**src/rtl/irq_bank_pkg.sv**
```systemverilog
`timescale 1ns/1ps
package irq_bank_pkg;

    localparam int ADDR_W = 3;

    // Word offsets; the order is part of the register contract.
    typedef enum logic [ADDR_W-1:0] {
        OFS_MODE     = 3'd0,
        OFS_PEND     = 3'd1,
        OFS_PEND_MSK = 3'd2,
        OFS_PEND_SET = 3'd3,
        OFS_MASK     = 3'd4,
        OFS_MASK_ON  = 3'd5,
        OFS_MASK_OFF = 3'd6,
        OFS_NONE     = 3'd7
    } ofs_e;

    // One-hot style strobes for a single access cycle.
    typedef struct packed {
        logic rd;
        logic mode_wr;
        logic pend_wr;
        logic pend_rd;
        logic pmsk_wr;
        logic pmsk_rd;
        logic set_wr;
        logic mask_wr;
        logic mask_on;
        logic mask_off;
        ofs_e ofs;
    } acc_t;

    function automatic acc_t decode_access(input logic valid,
                                           input logic write,
                                           input logic [ADDR_W-1:0] addr);
        acc_t a;
        logic wr;
        logic rd;
        a     = '0;
        a.ofs = ofs_e'(addr);
        wr    = valid & write;
        rd    = valid & ~write;
        a.rd  = rd;
        unique case (a.ofs)
            OFS_MODE:     a.mode_wr  = wr;
            OFS_PEND:     begin a.pend_wr = wr; a.pend_rd = rd; end
            OFS_PEND_MSK: begin a.pmsk_wr = wr; a.pmsk_rd = rd; end
            OFS_PEND_SET: a.set_wr   = wr;
            OFS_MASK:     a.mask_wr  = wr;
            OFS_MASK_ON:  a.mask_on  = wr;
            OFS_MASK_OFF: a.mask_off = wr;
            default:      ;
        endcase
        return a;
    endfunction

endpackage

```
**src/rtl/irq_access_decode.sv**
```systemverilog
`timescale 1ns/1ps
module irq_access_decode
    import irq_bank_pkg::*;
(
    input  logic              req_valid,
    input  logic              req_write,
    input  logic [ADDR_W-1:0] req_addr,
    output acc_t              acc
);
    always_comb begin
        acc = decode_access(req_valid, req_write, req_addr);
    end
endmodule

```
**src/rtl/irq_ctrl_regs.sv**
```systemverilog
`timescale 1ns/1ps
module irq_ctrl_regs
    import irq_bank_pkg::*;
#(
    parameter int N = 32
) (
    input  logic         clk,
    input  logic         rst,
    input  acc_t         acc,
    input  logic [N-1:0] wdata,
    output logic [N-1:0] mode_q,
    output logic [N-1:0] mask_q
);
    localparam logic [N-1:0] MASK_RST = {N{1'b1}};

    logic [N-1:0] mask_d;

    always_comb begin
        mask_d = mask_q;
        if (acc.mask_wr)  mask_d = wdata;
        if (acc.mask_on)  mask_d = mask_q | wdata;
        if (acc.mask_off) mask_d = mask_q & ~wdata;
    end

    always_ff @(posedge clk) begin
        if (rst) begin
            mode_q <= '0;
            mask_q <= MASK_RST;
        end else begin
            if (acc.mode_wr) mode_q <= wdata;
            mask_q <= mask_d;
        end
    end
endmodule

```
**src/rtl/irq_pend_core.sv**
```systemverilog
`timescale 1ns/1ps
module irq_pend_core
    import irq_bank_pkg::*;
#(
    parameter int N = 32
) (
    input  logic         clk,
    input  logic         rst,
    input  acc_t         acc,
    input  logic [N-1:0] wdata,
    input  logic [N-1:0] evt,
    input  logic [N-1:0] mode,
    input  logic [N-1:0] mask,
    output logic [N-1:0] pend_q
);
    logic [N-1:0] clr_vec;
    logic [N-1:0] set_vec;

    always_comb begin
        clr_vec = '0;
        if (acc.pend_wr || acc.pmsk_wr) clr_vec = wdata & ~mode;
        if (acc.pend_rd)                clr_vec = pend_q & mode;
        if (acc.pmsk_rd)                clr_vec = pend_q & ~mask & mode;
        set_vec = acc.set_wr ? wdata : '0;
    end

    // One cell per source: set (event or software) wins over clear.
    for (genvar k = 0; k < N; k++) begin : g_cell
        always_ff @(posedge clk) begin
            if (rst) begin
                pend_q[k] <= 1'b0;
            end else if (evt[k] || set_vec[k]) begin
                pend_q[k] <= 1'b1;
            end else if (clr_vec[k]) begin
                pend_q[k] <= 1'b0;
            end
        end
    end
endmodule

```
**src/rtl/irq_cause_bank.sv**
```systemverilog
`timescale 1ns/1ps
module irq_cause_bank
    import irq_bank_pkg::*;
#(
    parameter int N = 32
) (
    input  logic              clk,
    input  logic              rst,
    input  logic [N-1:0]      evt_i,
    input  logic              req_valid,
    input  logic              req_write,
    input  logic [ADDR_W-1:0] req_addr,
    input  logic [N-1:0]      req_wdata,
    output logic [N-1:0]      rd_data,
    output logic              irq_o
);
    acc_t         acc;
    logic [N-1:0] mode_q;
    logic [N-1:0] mask_q;
    logic [N-1:0] pend_q;
    logic [N-1:0] visible;
    logic [N-1:0] rd_mux;

    irq_access_decode u_dec (
        .req_valid (req_valid),
        .req_write (req_write),
        .req_addr  (req_addr),
        .acc       (acc)
    );

    irq_ctrl_regs #(.N(N)) u_ctrl (
        .clk    (clk),
        .rst    (rst),
        .acc    (acc),
        .wdata  (req_wdata),
        .mode_q (mode_q),
        .mask_q (mask_q)
    );

    irq_pend_core #(.N(N)) u_pend (
        .clk    (clk),
        .rst    (rst),
        .acc    (acc),
        .wdata  (req_wdata),
        .evt    (evt_i),
        .mode   (mode_q),
        .mask   (mask_q),
        .pend_q (pend_q)
    );

    assign visible = pend_q & ~mask_q;
    assign irq_o   = |visible;

    always_comb begin
        unique case (acc.ofs)
            OFS_MODE:     rd_mux = mode_q;
            OFS_PEND:     rd_mux = pend_q;
            OFS_PEND_MSK: rd_mux = visible;
            OFS_MASK:     rd_mux = mask_q;
            default:      rd_mux = '0;
        endcase
    end

    always_ff @(posedge clk) begin
        if (rst)         rd_data <= '0;
        else if (acc.rd) rd_data <= rd_mux;
    end
endmodule

```
**config.mk**
```make
export PLATFORM = sky130hd
export DESIGN_NAME = irq_cause_bank
export DESIGN_NICKNAME = d
export VERILOG_FILES = /design/src/rtl/irq_bank_pkg.sv /design/src/rtl/irq_access_decode.sv /design/src/rtl/irq_ctrl_regs.sv /design/src/rtl/irq_pend_core.sv /design/src/rtl/irq_cause_bank.sv
export SDC_FILE = /design/constraint.sdc
export NUM_CORES = 1
export LEC_CHECK = 0
export BUFFER_PORTS_ARGS = -buffer_cell sky130_fd_sc_hd__buf_2
export CAP_MARGIN = 10
export CORE_UTILIZATION = 45
export CTS_CLUSTER_DIAMETER = 60
export CTS_CLUSTER_SIZE = 24
export DETAILED_ROUTE_END_ITERATION = 6
export PLACE_DENSITY = 0.72
export SLEW_MARGIN = 20
export SYNTH_ARGS = -nofsm -noshare
export SYNTH_HDL_FRONTEND = slang
export SYNTH_SLANG_ARGS = --single-unit
```
**constraint.sdc**
```tcl
create_clock -name clk -period 2.3 [get_ports clk]
set_input_delay 0.345 -clock clk [delete_from_list [all_inputs] [get_ports clk]]
set_output_delay 0.345 -clock clk [all_outputs]
set_load 0.05 [all_outputs]
```
Word-level counts from Yosys, hierarchy flattened
Cells that the tools add are included.
{ "classes": {"eq_ne": 6, "n_reduce_logical": 68, "muxes": 79, "bitwise_logic": 12} }
{ "ops": {"columns": ["cell", "count"], "rows": [
  ["$mux W32", 7],
  ["$and A32 B32 Y32", 5],
  ["$pmux W32 S4", 1],
  ["$not A32 Y32", 3],
  ["$mux W1", 69],
  ["$reduce_bool A2 Y1", 32],
  ["$logic_or A1 B1 Y1", 33],
  ["$or A32 B32 Y32", 1],
  ["$reduce_or A32 Y1", 1],
  ["$eq A3 B3 Y1 const B", 3],
  ["$eq A3 B2 Y1 const B", 2],
  ["$mux W2", 2],
  ["$eq A3 B1 Y1 const B", 1],
  ["$logic_not A3 Y1", 1],
  ["$reduce_bool A3 Y1", 1],
  ["$and A1 B1 Y1", 2],
  ["$not A1 Y1", 1]
]} }
{ "totals": {"ff_bits": 128} }

Depth between registers and ports, before layout
Gate-level depths: netlist (run 1).
{ "depth": {"depth_word": 9, "mapped_depth": 7, "ltp_nobuf": 4} }

Hierarchy
From an unflattened synthesis (run 1), not the netlist that was laid out.
{ "unflattened": {"cells_unflattened": 889, "area_unflattened_um2": 7382.1} }
{ "modules_own_cells": {"columns": ["mod", "n_inst", "area_each_um2", "cells_per_inst", "seq_area_each_um2"], "rows": [
  ["irq_ctrl_regs", 1, 2558.7, 280, 1281.2],
  ["irq_cause_bank", 1, 2546.2, 343, 640.6],
  ["irq_pend_core", 1, 2159.6, 246, 640.6],
  ["irq_access_decode", 1, 117.6, 20, 0.0]
]} }

Least setup slack after synthesis (run 1)
Ideal clock, no wire load.
{ "synth_timing": {"kind": "input -> register", "from": "in req_addr[0]", "to": "reg rd_data[13]", "n_path_buf": 2, "cell_stages": 5, "required_ns": 2.231, "slack_ns": 0.703, "arrival_ns": 1.528, "cell_sequence": "buf_6 maj3_2 or4b_4 buf_6 o21ai_1"} }
{ "synth_between": {"elab_chain_len": 2, "word_cells_on_any_way": 5, "classes_between": "eq/ne (3); mux (1); reduce/logical (1)"} }
{ "synth_lines": {"columns": ["element", "line_no", "rtl"], "rows": [
  ["start: declaration", "irq_cause_bank.sv:12", "input logic [ADDR_W-1:0] req_addr,"],
  ["$eq A3 B3 Y1 (tied with other cells)", "irq_cause_bank.sv:55", "unique case (acc.ofs)"],
  ["$pmux W32 S4 *", "irq_cause_bank.sv:55", null],
  ["end signal: assignment", "irq_cause_bank.sv:66", "else if (acc.rd) rd_data <= rd_mux;"],
  ["end: declaration", "irq_cause_bank.sv:14", "output logic [N-1:0] rd_data,"]
]} }
Every way passes the cells marked *; elsewhere a longest branch is shown, timed or not.
A chain may end at the register's enable or synchronous reset.

Worst setup path in the final report (run 1)
{ "layout_timing": {"from": "reg u_ctrl.mask_q[5]", "to": "out irq_o"} }
{ "layout_between": {"elab_chain_len": 3} }
{ "layout_lines": {"columns": ["element", "line_no", "rtl"], "rows": [
  ["start: declaration", "irq_ctrl_regs.sv:12", "output logic [N-1:0] mask_q"],
  ["start signal: assignment", "irq_ctrl_regs.sv:31", "mask_q <= mask_d;"],
  ["$not A32 Y32", "irq_cause_bank.sv:51", "assign visible = pend_q & ~mask_q;"],
  ["$and A32 B32 Y32", "irq_cause_bank.sv:51", null],
  ["$reduce_or A32 Y1", "irq_cause_bank.sv:52", "assign irq_o = |visible;"],
  ["end: declaration", "irq_cause_bank.sv:15", "output logic irq_o"]
]} }
Every way passes these cells.

==> key figures, run 1 <==
Status
  – Status: completed

Logic synthesis
  – Post-synth top area share: roughly two fifths
  – Ys Warns: 0
  – Post-Syn Instances: between 800 and 900
  – Main area contributors after synthesis: dfxtp_1 41%, nand2_1 7.8%, a21oi_1 7.8%, a31oi_1 6.3%, o21ai_0 5.2%
  – Synth Flop Type: dfxtp_1
  – Largest area contributor in the netlist: dfxtp_1
  – Syn nets: 873
  – Synthesized flop and latch total: between 100 and 150
  – Post-synth EDFFs: 0
  – Register area share after synthesis: roughly two fifths
  – Avg Synthesized Cell Area: 7.86 um^2
  – Post-synth cell types: 36
  – Ys async rst share: 0%
  – Post-Synthesis Cell Area: 0.00630 mm^2

Setup path
  – CP Capture Type: output port
  – Max Fanout on Critical Path: 5
  – CP required: about 2 ns
  – Crit start category: flip-flop
  – Arr. time, crit path: around 1.8 ns
  – CP Class: flip-flop to output port

Routing
  – Routed vias: 6,694
  – DR pass1 iterations: 5
  – DR vias/cell: roughly 6.3
  – DRC: 0
  – Average wire per cell in the routed design: slightly below 20 um
  – Final antenna-violating net count: 0
  – Final wirelength: a little over 20 mm
  – Initial drt markers: roughly 820

Power
  – Static Leak: 2.77 nW
  – Internal power: 4.04 mW
  – Clk pwr share: roughly 45%
  – Logic pwr share: between 10% and 20%
  – Peak supply drop: 0.449 mV
  – Sw Share: 26.3%
  – NetSw: ~1.4 mW
  – Seq pwr share: 43.5%
  – Pwr per Cell Area: just over 700 mW/mm^2

Layout
  – Net count, final: 955
  – Synth-to-Final Area Change: 19.4%
  – ANT cells: 0
  – Layout cell share with drive strength beyond 1: a little under a fifth
  – Final Non-Filler Cells: 1,071

Timing
  – PnR worst setup slack: 0.121 ns
  – Total negative slack: 0 ns
  – Setup-failing EPs final: 0
  – Slew HR: roughly 59%
  – Clock Skew: between 0.005 and 0.006 ns
  – Achievable Freq: 459 MHz
  – Final Cycle Share: ~95%
  – Final Hold Viols: 0
  – Slew Viols, Final: 0
  – RSZ-0062 raised after global routing: false
  – Least-Margin Pin Slew: 0.613 ns
  – Post-layout min period: roughly 2.2 ns

Worst hold path
  – Worst hold-check path type: input port to flip-flop

Clocking
  – Post-CTS setup buffer count: 0
  – Hold-fix buffers at CTS: 0
  – Clk slew on worst S/H paths: approximately 0.050 ns
  – Clk buf depth: 2
  – Insertion delay to the later sink of the worst-skew pair: 0.42 ns
  – CTS Buf Count: 17
  – CTS tree: yes
  – Post-cts resize count: 0
  – Htree depth: 4
  – Clk root buf: clkbuf_16
  – Number of clock sinks: 128

Global routing
  – Vias in the first global route: 6,189
  – Overflow after GRT: 0
  – Antenna violations before repair: 0
  – Pin count of the biggest net entering global routing: between 90 and 100
  – GRT Resource Usage Total: 29.0%
  – First-pass GRT wire length: between 30 and 40 mm

Die
  – Die W: 120 um
  – Die extent in y: about 120 um
  – Rows: 42
  – Core Region: 0.0135 mm^2
  – Total die area: 0.0145 mm^2
  – Initial Util: 46.8%
  – Top-Level Pins: 104

Place
  – Inst Count DP: 1,041
  – Dpl hpwl: ~13 mm
  – IO buf count: 103
  – Pre-CTS WS: ~0.39 ns
  – Placer Congestion: around 0.83

Flow run
  – Max_cap viols: 0
## registers in the layout (all words and copies together), names as in the netlist
name           cells
u_pend.pend_q     32
rd_data           32
u_ctrl.mask_q     32
u_ctrl.mode_q     32
## power by group through the flow
stage	Combinational (mW)	Sequential [mW]	Clock, mW
after floorplan	0.360	2.43	0
after global placement	0.619	2.42	0
after detailed placement	0.629	2.42	0
after CTS	0.631	2.38	2.46
after global routing	0.693	2.39	2.58
final	0.640	2.38	2.46
## layout make-up
| class | count | area [um^2] |
|---|---|---|
| well taps | 176 | 220 |
| fillers | 1312 | 5930 |
| multi-input cells | 581 | 3370 |
| repair buffers | 134 | 761 |
| flip-flops and latches | 128 | 2560 |
| clock buffers | 22 | 464 |
| inverters | 22 | 82.6 |
| clock inverters | 8 | 65.1 |
## cells in the final DEF, fill, tap and decap left out, drive strengths merged, types with 20 or more instances in the layout
master   instances
o21ai           96
a21oi           98
dfxtp          128
nand2b          47
a31oi           63
buf            134
a221o           32
nand2          131
inv             22
clkbuf          22
o2111ai         35
nand3           20
## per-stage QoR
stage                     area (um^2)  power (mW)  hold slack [ns]  util, %
after global placement           6990        3.04            0.433     52.0
final                            7520        5.48            0.202     55.9
after global routing             7520        5.66            0.205     55.9
after detailed placement         6990        3.05            0.436     52.0
after CTS                        7520        5.47            0.192     55.9
after floorplan                  6300        2.79            0.458        -
## critical path, stage by stage, from the launching register on
cell and delay [ns]:
dfxtp_1 0.38, nand2b_1 0.21, o2111ai_1 0.13, nor3_1 0.27
nand4_1 0.17, buf_2 0.25
## per-layer routing
layer	up-vias	share of wire, %	routed length [um]	global-route usage, %
li1	3144	-	-	-
met1	3116	42	8750	38.0
met2	383	46	9610	45.7
met3	51	8.5	1760	6.84
met4	0	2.8	569	12.2
met5	-	0	0	0
## path summary, 6_finish.rpt
kind	startpoint	end	slack [ns]	cells past startpoint
setup reg to reg	u_ctrl.mask_q[4]	rd_data[4]	1.20	3
hold / removal	req_wdata[19]	u_ctrl.mode_q[19]	0.20	3
hold reg to reg	rd_data[8]	rd_data[8]	0.44	2
setup / recovery	u_ctrl.mask_q[5]	irq_o	0.12	5
## cell usage after synthesis (19+ instances only)
cell and count:
o2111ai_1 35, nand2_1 131, o21ai_1 30, dfxtp_1 128
o21ai_0 66, a21oi_1 98, nand2b_1 47, nand3b_1 19
a31oi_1 63, clkbuf_1 53, nand3_1 20, inv_1 21
a221o_1 32
## cells by family (layout without fill, tap and decap cells)
| logic type | after synthesis | after routing | synth area share, % |
|---|---|---|---|
| buffers and inverters | 93 | 186 | 6.26 |
| and+or+nand+nor | 233 | 233 | 18.1 |
| xor gates and xnor gates | 1 | 1 | 0.139 |
| adders and majority gates | 1 | 1 | 0.179 |
| AOI/OAI and AO/OA | 346 | 346 | 34.6 |
| DFF | 128 | 128 | 40.7 |
No activity file was read; power rests on OpenSTA's default activity.
==> run 2, diff against run 1 <==
--- a/config.mk
+++ b/config.mk
@@ -12,6 +12,7 @@
 export CTS_CLUSTER_SIZE = 24
 export DETAILED_ROUTE_END_ITERATION = 6
 export PLACE_DENSITY = 0.72
+export SKIP_CTS_REPAIR_TIMING = 1
 export SLEW_MARGIN = 20
 export SYNTH_ARGS = -nofsm -noshare
 export SYNTH_HDL_FRONTEND = slang
==> constraint.sdc (replaced) <==
create_clock -name clk -period 2.11 [get_ports clk]
set_input_delay 0.3165 -clock clk [delete_from_list [all_inputs] [get_ports clk]]
set_output_delay 0.3165 -clock clk [all_outputs]
set_load 0.05 [all_outputs]
==> run 2 against run 1 <==
Hold slack got worse by 0.039 ns; clock power is 22% higher; total power up 15%; utilization rose by 0.86 points; first-iteration DRC count decreased by 3.8%; design area rose by 1.5%; setup slack got worse by 0.058 ns; non-clock buffer count up 4; register-to-register slack worse by 0.20 ns; combinational power up 11%; critical path type unchanged.
==> key figures, run 2 (same netlist as run 1, synthesis figures left out) <==
Status
  – Status: completed

Die
  – Die extent in y: 120 um (unchanged)
  – Top-Level Pins: 104 (unchanged)
  – Core Region: 0.0135 mm^2 (unchanged)
  – Die W: 120 um (unchanged)
  – Initial Util: 46.8% (unchanged)
  – Rows: 42 (unchanged)
  – Total die area: 0.0145 mm^2 (unchanged)

Clocking
  – Insertion delay to the later sink of the worst-skew pair: 0.43 ns (about the same)
  – Clk buf depth: 2 (unchanged)
  – Number of clock sinks: 128 (unchanged)
  – Htree depth: 4 (unchanged)
  – CTS tree: yes
  – CTS Buf Count: 17 (unchanged)
  – Clk slew on worst S/H paths: 0.05 ns (about the same)
  – Clk root buf: clkbuf_16

Global routing
  – Antenna violations before repair: 1 (+1)
  – Pin count of the biggest net entering global routing: 68 (-31%)
  – Overflow after GRT: 0 (unchanged)
  – First-pass GRT wire length: 32.9 mm (+1.6%)
  – GRT Resource Usage Total: 29.9% (+0.88 points)
  – Vias in the first global route: 6,174 (-0.24%)

Timing
  – Final Cycle Share: between 90 and 100%
  – Achievable Freq: roughly 490 MHz
  – Post-layout min period: roughly 2 ns
  – Least-Margin Pin Slew: 0.757 ns (+0.144 ns)
  – Clock Skew: 0.00897 ns (+0.00339 ns)
  – Setup-failing EPs final: 0 (unchanged)
  – Slew Viols, Final: 0 (unchanged)
  – Final Hold Viols: 0 (unchanged)
  – RSZ-0062 raised after global routing: false
  – Slew HR: 49.5% (-9.6 points)
  – Total negative slack: 0 ns (unchanged)

Routing
  – Max Used Layer: met4
  – Final antenna-violating net count: 0 (unchanged)
  – DR vias/cell: 6.20 (-0.87%)
  – DRC: 0 (unchanged)
  – Met2 routed WL: 9.82 mm (+2.2%)
  – Average wire per cell in the routed design: 19.6 um (+1.7%)
  – DR pass1 iterations: 5 (unchanged)
  – Initial drt markers: 791 (-3.8%)
  – WL met1: 8.98 mm (+2.7%)
  – Final wirelength: 21.2 mm (+2.4%)
  – Routed vias: 6,679 (-0.22%)
  – Met3 WL post-DR: 1.84 mm (+4.9%)

Layout
  – Layout cell share with drive strength beyond 1: 19.9% (+0.87 points)
  – Commonest non-fill, non-tap cell in the layout: nand2_1
  – Net count, final: 959 (+0.42%)
  – Synth-to-Final Area Change: 21.3%
  – Final Non-Filler Cells: 1,078 (+0.65%)
  – Final instance area: 0.00764 mm^2 (+1.5%)
  – Commonest non-fill, non-tap cells in the layout: 131 x nand2_1, 126 x dfxtp_1, 102 x buf_2

Setup path
  – Arr. time, crit path: 1.73 ns (-0.10 ns)
  – Critical-path cell list: nand2b_1, o2111ai_1, nor3_1, nand4_1, buf_4
  – Crit start category: flip-flop
  – CP Capture Type: output port
  – Max Fanout on Critical Path: 5 (unchanged)
  – Max incr delay on CP: 0.36 ns (-0.02 ns)
  – Slowest CP cell: dfxtp_2
  – CP required: 1.79 ns (-0.17 ns)
  – CP Class: flip-flop to output port

Place
  – Dpl hpwl: 13.6 mm (+3.7%)
  – Placed instance area: 0.00701 mm^2 (+0.25%)
  – IO buf count: 103 (unchanged)
  – Placer Congestion: 0.889 (+6.7%)
  – Inst Count DP: 1,045 (+0.38%)

Power
  – Peak supply drop: 0.595 mV (+32%)
  – Pwr per Cell Area: 826 mW/mm^2 (+13%)
  – Static Leak: 2.82 nW (+2.0%)

Worst hold path
  – Worst hold-check path type: input port to flip-flop

Flow run
  – Max_cap viols: 0 (unchanged)
run 2: power breakdown:
part / switching [mW] / total (mW) / internal, mW
clock: 1.05 / 3.00 / 1.96
combinational: 0.460 / 0.710 / 0.250
sequential: 0.0902 / 2.60 / 2.51
total: 1.60 / 6.31 / 4.71
run 2: stage by stage:
step	total power [mW]	worst slack, ns	hold WS (ns)	util, %
2_1_floorplan	3.04	0.542	0.452	-
3_3_place_gp	3.32	0.320	0.434	52.1
3_5_place_dp	3.33	0.276	0.438	52.1
4_1_cts	6.31	-0.0605	0.147	56.6
5_1_grt	6.51	0.0263	0.161	56.8
6_report	6.31	0.0628	0.163	56.8
run 2: final timing paths:
path / start / to / slack, ns / depth (start not counted)
max: u_ctrl.mask_q[31] / irq_o / 0.06 / 5
min: req_wdata[28] / u_ctrl.mode_q[28] / 0.16 / 3
max reg2reg: u_ctrl.mask_q[10] / u_pend.pend_q[10] / 1.00 / 4
min reg2reg: rd_data[3] / rd_data[3] / 0.44 / 2
run 2: critical path: cells and delay by family, from the launching register on:
kind	cells	cell delay [ns]
AOI/OAI and AO/OA	1	0.16
and+or+nand+nor	3	0.55
buffers and inverters	1	0.22
DFF	1	0.36
run 2: cell type report:
| type | count | area, um^2 |
|---|---|---|
| fill | 1313 | 5810 |
| multi-input combinational | 581 | 3380 |
| sequential | 128 | 2560 |
| timing repair buffer | 138 | 781 |
| clock buffer | 28 | 537 |
| tap | 176 | 220 |
| inverter | 22 | 82.6 |
| clock inverter | 4 | 70.1 |
| antenna | 1 | 2.50 |
run 2: metal layers:
metal	vias up	track usage (%)
met2	367	46.0
met5	-	0
met3	32	7.83
met1	3118	39.0
li1	3162	-
met4	0	13.8
==> run 3, diff against run 2 <==
--- a/config.mk
+++ b/config.mk
@@ -5,7 +5,7 @@
 export SDC_FILE = /design/constraint.sdc
 export NUM_CORES = 1
 export LEC_CHECK = 0
-export BUFFER_PORTS_ARGS = -buffer_cell sky130_fd_sc_hd__buf_2
+export BUFFER_PORTS_ARGS = -buffer_cell sky130_fd_sc_hd__buf_4
 export CAP_MARGIN = 10
 export CORE_UTILIZATION = 45
 export CTS_CLUSTER_DIAMETER = 60
==> run 3 against run 2 <==
Die area unchanged; final cell count decreased by 0.37%; flip-flop and latch count unchanged; utilization up 1.9 points; non-clock buffer count decreased by 2; setup slack lost 0.038 ns; count of clock-buffer cells in the layout is 3 lower; first-iteration DRC count decreased by 5.4%; maximum frequency is 1.8% lower; critical path type unchanged; largest power group unchanged; highest routed layer unchanged.
==> key figures, run 3 (same netlist as run 1, synthesis figures left out) <==
Timing
  – Setup-failing EPs final: 0 (unchanged)
  – Least-Margin Pin Slew: 0.810 ns (+0.0529 ns)
  – PnR worst setup slack: 0.0249 ns (-0.0380 ns)
  – Slew HR: 45.7% (-3.8 points)
  – RSZ-0062 raised after global routing: false
  – Clock Skew: 0.00660 ns (-0.00237 ns)
  – Hold Slack: 0.155 ns (-0.00804 ns)
  – Slew Viols, Final: 0 (unchanged)
  – Post-layout min period: 2.09 ns (+0.0380 ns)
  – Final Cycle Share: 98.8% (+1.8 points)
  – Final Hold Viols: 0 (unchanged)
  – Achievable Freq: 480 MHz (-1.8%)

Place
  – Inst Count DP: 1,043 (-0.19%)
  – Pre-CTS WS: 0.295 ns (+0.0193 ns)
  – Dpl hpwl: 13.5 mm (-0.58%)
  – IO buf count: 103 (unchanged)
  – Placer Congestion: 0.884 (-0.66%)

Die
  – Total die area: 0.0145 mm^2 (unchanged)
  – Core Region: 0.0135 mm^2 (unchanged)
  – Die W: 120 um (unchanged)
  – Rows: 42 (unchanged)
  – Top-Level Pins: 104 (unchanged)
  – Die extent in y: 120 um (unchanged)
  – Initial Util: 46.8% (unchanged)

Setup path
  – Max incr delay on CP: 0.40 ns (+0.04 ns)
  – Slowest CP cell: dfxtp_1
  – Crit path depth: 5 (unchanged)
  – CP endpoint: irq_o
  – CP required: 1.79 ns (about the same)
  – Depth of the most critical reg-to-reg path: 4 (unchanged)
  – Arr. time, crit path: 1.77 ns (+0.04 ns)
  – Reg2Reg Setup Slack: 1.04 ns (+0.04 ns)
  – CP delay by family, top: simple AND/OR/NAND/NOR gates
  – Max Fanout on Critical Path: 5 (unchanged)
  – Worst R2R Start: u_ctrl.mask_q[10]
  – CP Capture Type: output port
  – Crit path from: u_ctrl.mask_q[24]
  – Bufs and invs on worst path: 1 (unchanged)
  – FF-to-FF End: u_pend.pend_q[10]
  – CP Class: flip-flop to output port
  – Critical-path cell list: nand2b_1, o2111ai_1, nor3_2, nand4_1, buf_6
  – Crit start category: flip-flop

Global routing
  – Pin count of the biggest net entering global routing: 74 (+8.8%)
  – Antenna violations before repair: 0 (-1)
  – Overflow after GRT: 0 (unchanged)
  – GRT Resource Usage Total: 29.2% (-0.71 points)
  – First-pass GRT wire length: 32.5 mm (-1.2%)
  – Vias in the first global route: 6,210 (+0.58%)

Routing
  – Final antenna-violating net count: 0 (unchanged)
  – Initial drt markers: 748 (-5.4%)
  – Average wire per cell in the routed design: 19.4 um (-1.3%)
  – DR pass1 iterations: 6 (+1)
  – DR vias/cell: 6.26 (+1.1%)
  – Final wirelength: 20.8 mm (-1.6%)
  – Routed vias: 6,728 (+0.73%)
  – DRC: 0 (unchanged)

Layout
  – ANT cells: 0 (-1)
  – Commonest non-fill, non-tap cells in the layout: 133 x buf_4, 131 x nand2_1, 123 x dfxtp_1
  – Utilization after layout: 58.7% (+1.9 points)
  – Commonest non-fill, non-tap cell in the layout: buf_4
  – Net count, final: 957 (-0.21%)
  – Layout cell share with drive strength beyond 1: 20.2% (+0.29 points)
  – Reg area: 0.00257 mm^2 (+0.15%)
  – Final Non-Filler Cells: 1,074 (-0.37%)
  – Area taken by multi-input logic gates: 0.00340 mm^2 (+0.59%)
  – Synth-to-Final Area Change: 25.4%
  – Filler cells: 1,281 (-2.4%)

Clocking
  – Htree depth: 4 (unchanged)
  – Number of clock sinks: 128 (unchanged)
  – CTS Buf Count: 17 (unchanged)
  – Clk buf depth: 2 (unchanged)
  – Clk root buf: clkbuf_16
  – Clk slew on worst S/H paths: 0.05 ns (about the same)
  – CTS tree: yes
  – Insertion delay to the later sink of the worst-skew pair: 0.42 ns (about the same)

Status
  – Status: completed

Flow run
  – Max_cap viols: 0 (unchanged)

Power
  – Total power draw: 6.24 mW (-1.1%)
  – Static Leak: 2.89 nW (+2.5%)
  – Pwr per Cell Area: 790 mW/mm^2 (-4.3%)
  – Peak supply drop: 0.620 mV (+4.3%)

Worst hold path
  – Worst hold-check path type: input port to flip-flop
[run 3: cell types whose count changed in the layout (fill, tap and decap cells not counted), moves of 2 or more]
cell / delta
buf_4: +97
buf_12: +2
clkbuf_8: -3
dfxtp_2: +3
dfxtp_1: -3
buf_2: -102
nand2b_4: +3
nand2b_1: -3
clkinv_2: +2
[run 3: area by class of cell]
type / instances / share of cell area [%]
multi-input cells: 581 / 43.1
flip-flops and latches: 128 / 32.5
repair buffers: 136 / 13.3
clock buffers: 25 / 6.27
well taps: 176 / 2.79
inverters: 22 / 1.05
clock inverters: 6 / 1.01
[run 3: worst min path at each step]
stage / from / cells after the start / end
final: req_wdata[30] / 2 / u_ctrl.mask_q[30]
after floorplan: req_wdata[0] / 2 / u_ctrl.mode_q[0]
after CTS: req_wdata[30] / 2 / u_ctrl.mask_q[30]
after global routing: req_wdata[30] / 2 / u_ctrl.mask_q[30]
after detailed placement: rd_data[8] / 2 / rd_data[8]
after global placement: rd_data[11] / 2 / rd_data[11]
[run 3: per-stage QoR]
stage                     cell area [um^2]  TNS, ns
after global placement                7280        0
after CTS                             7850  -0.0119
after floorplan                       6300        0
final                                 7900        0
after global routing                  7900        0
after detailed placement              7280        0
[run 3: power breakdown]
group          total [mW]  internal [mW]  switching, mW
Combinational       0.755          0.297          0.458
Clock                2.88           1.85           1.04
Sequential           2.60           2.51         0.0938
[run 3: worst register-to-register path: cells and delay by family (launching register included)]
kind / cells / cell delay [ns]
compound gates: 2 / 0.19
flops: 1 / 0.35
simple gates: 2 / 0.39
[run 3: layer usage]
layer	vias up	global-route usage, %	routed length (um)
met4	0	12.9	554
met3	52	6.46	2040
met2	378	45.9	9590
li1	3150	-	-
met5	-	0	0
met1	3148	38.2	8640
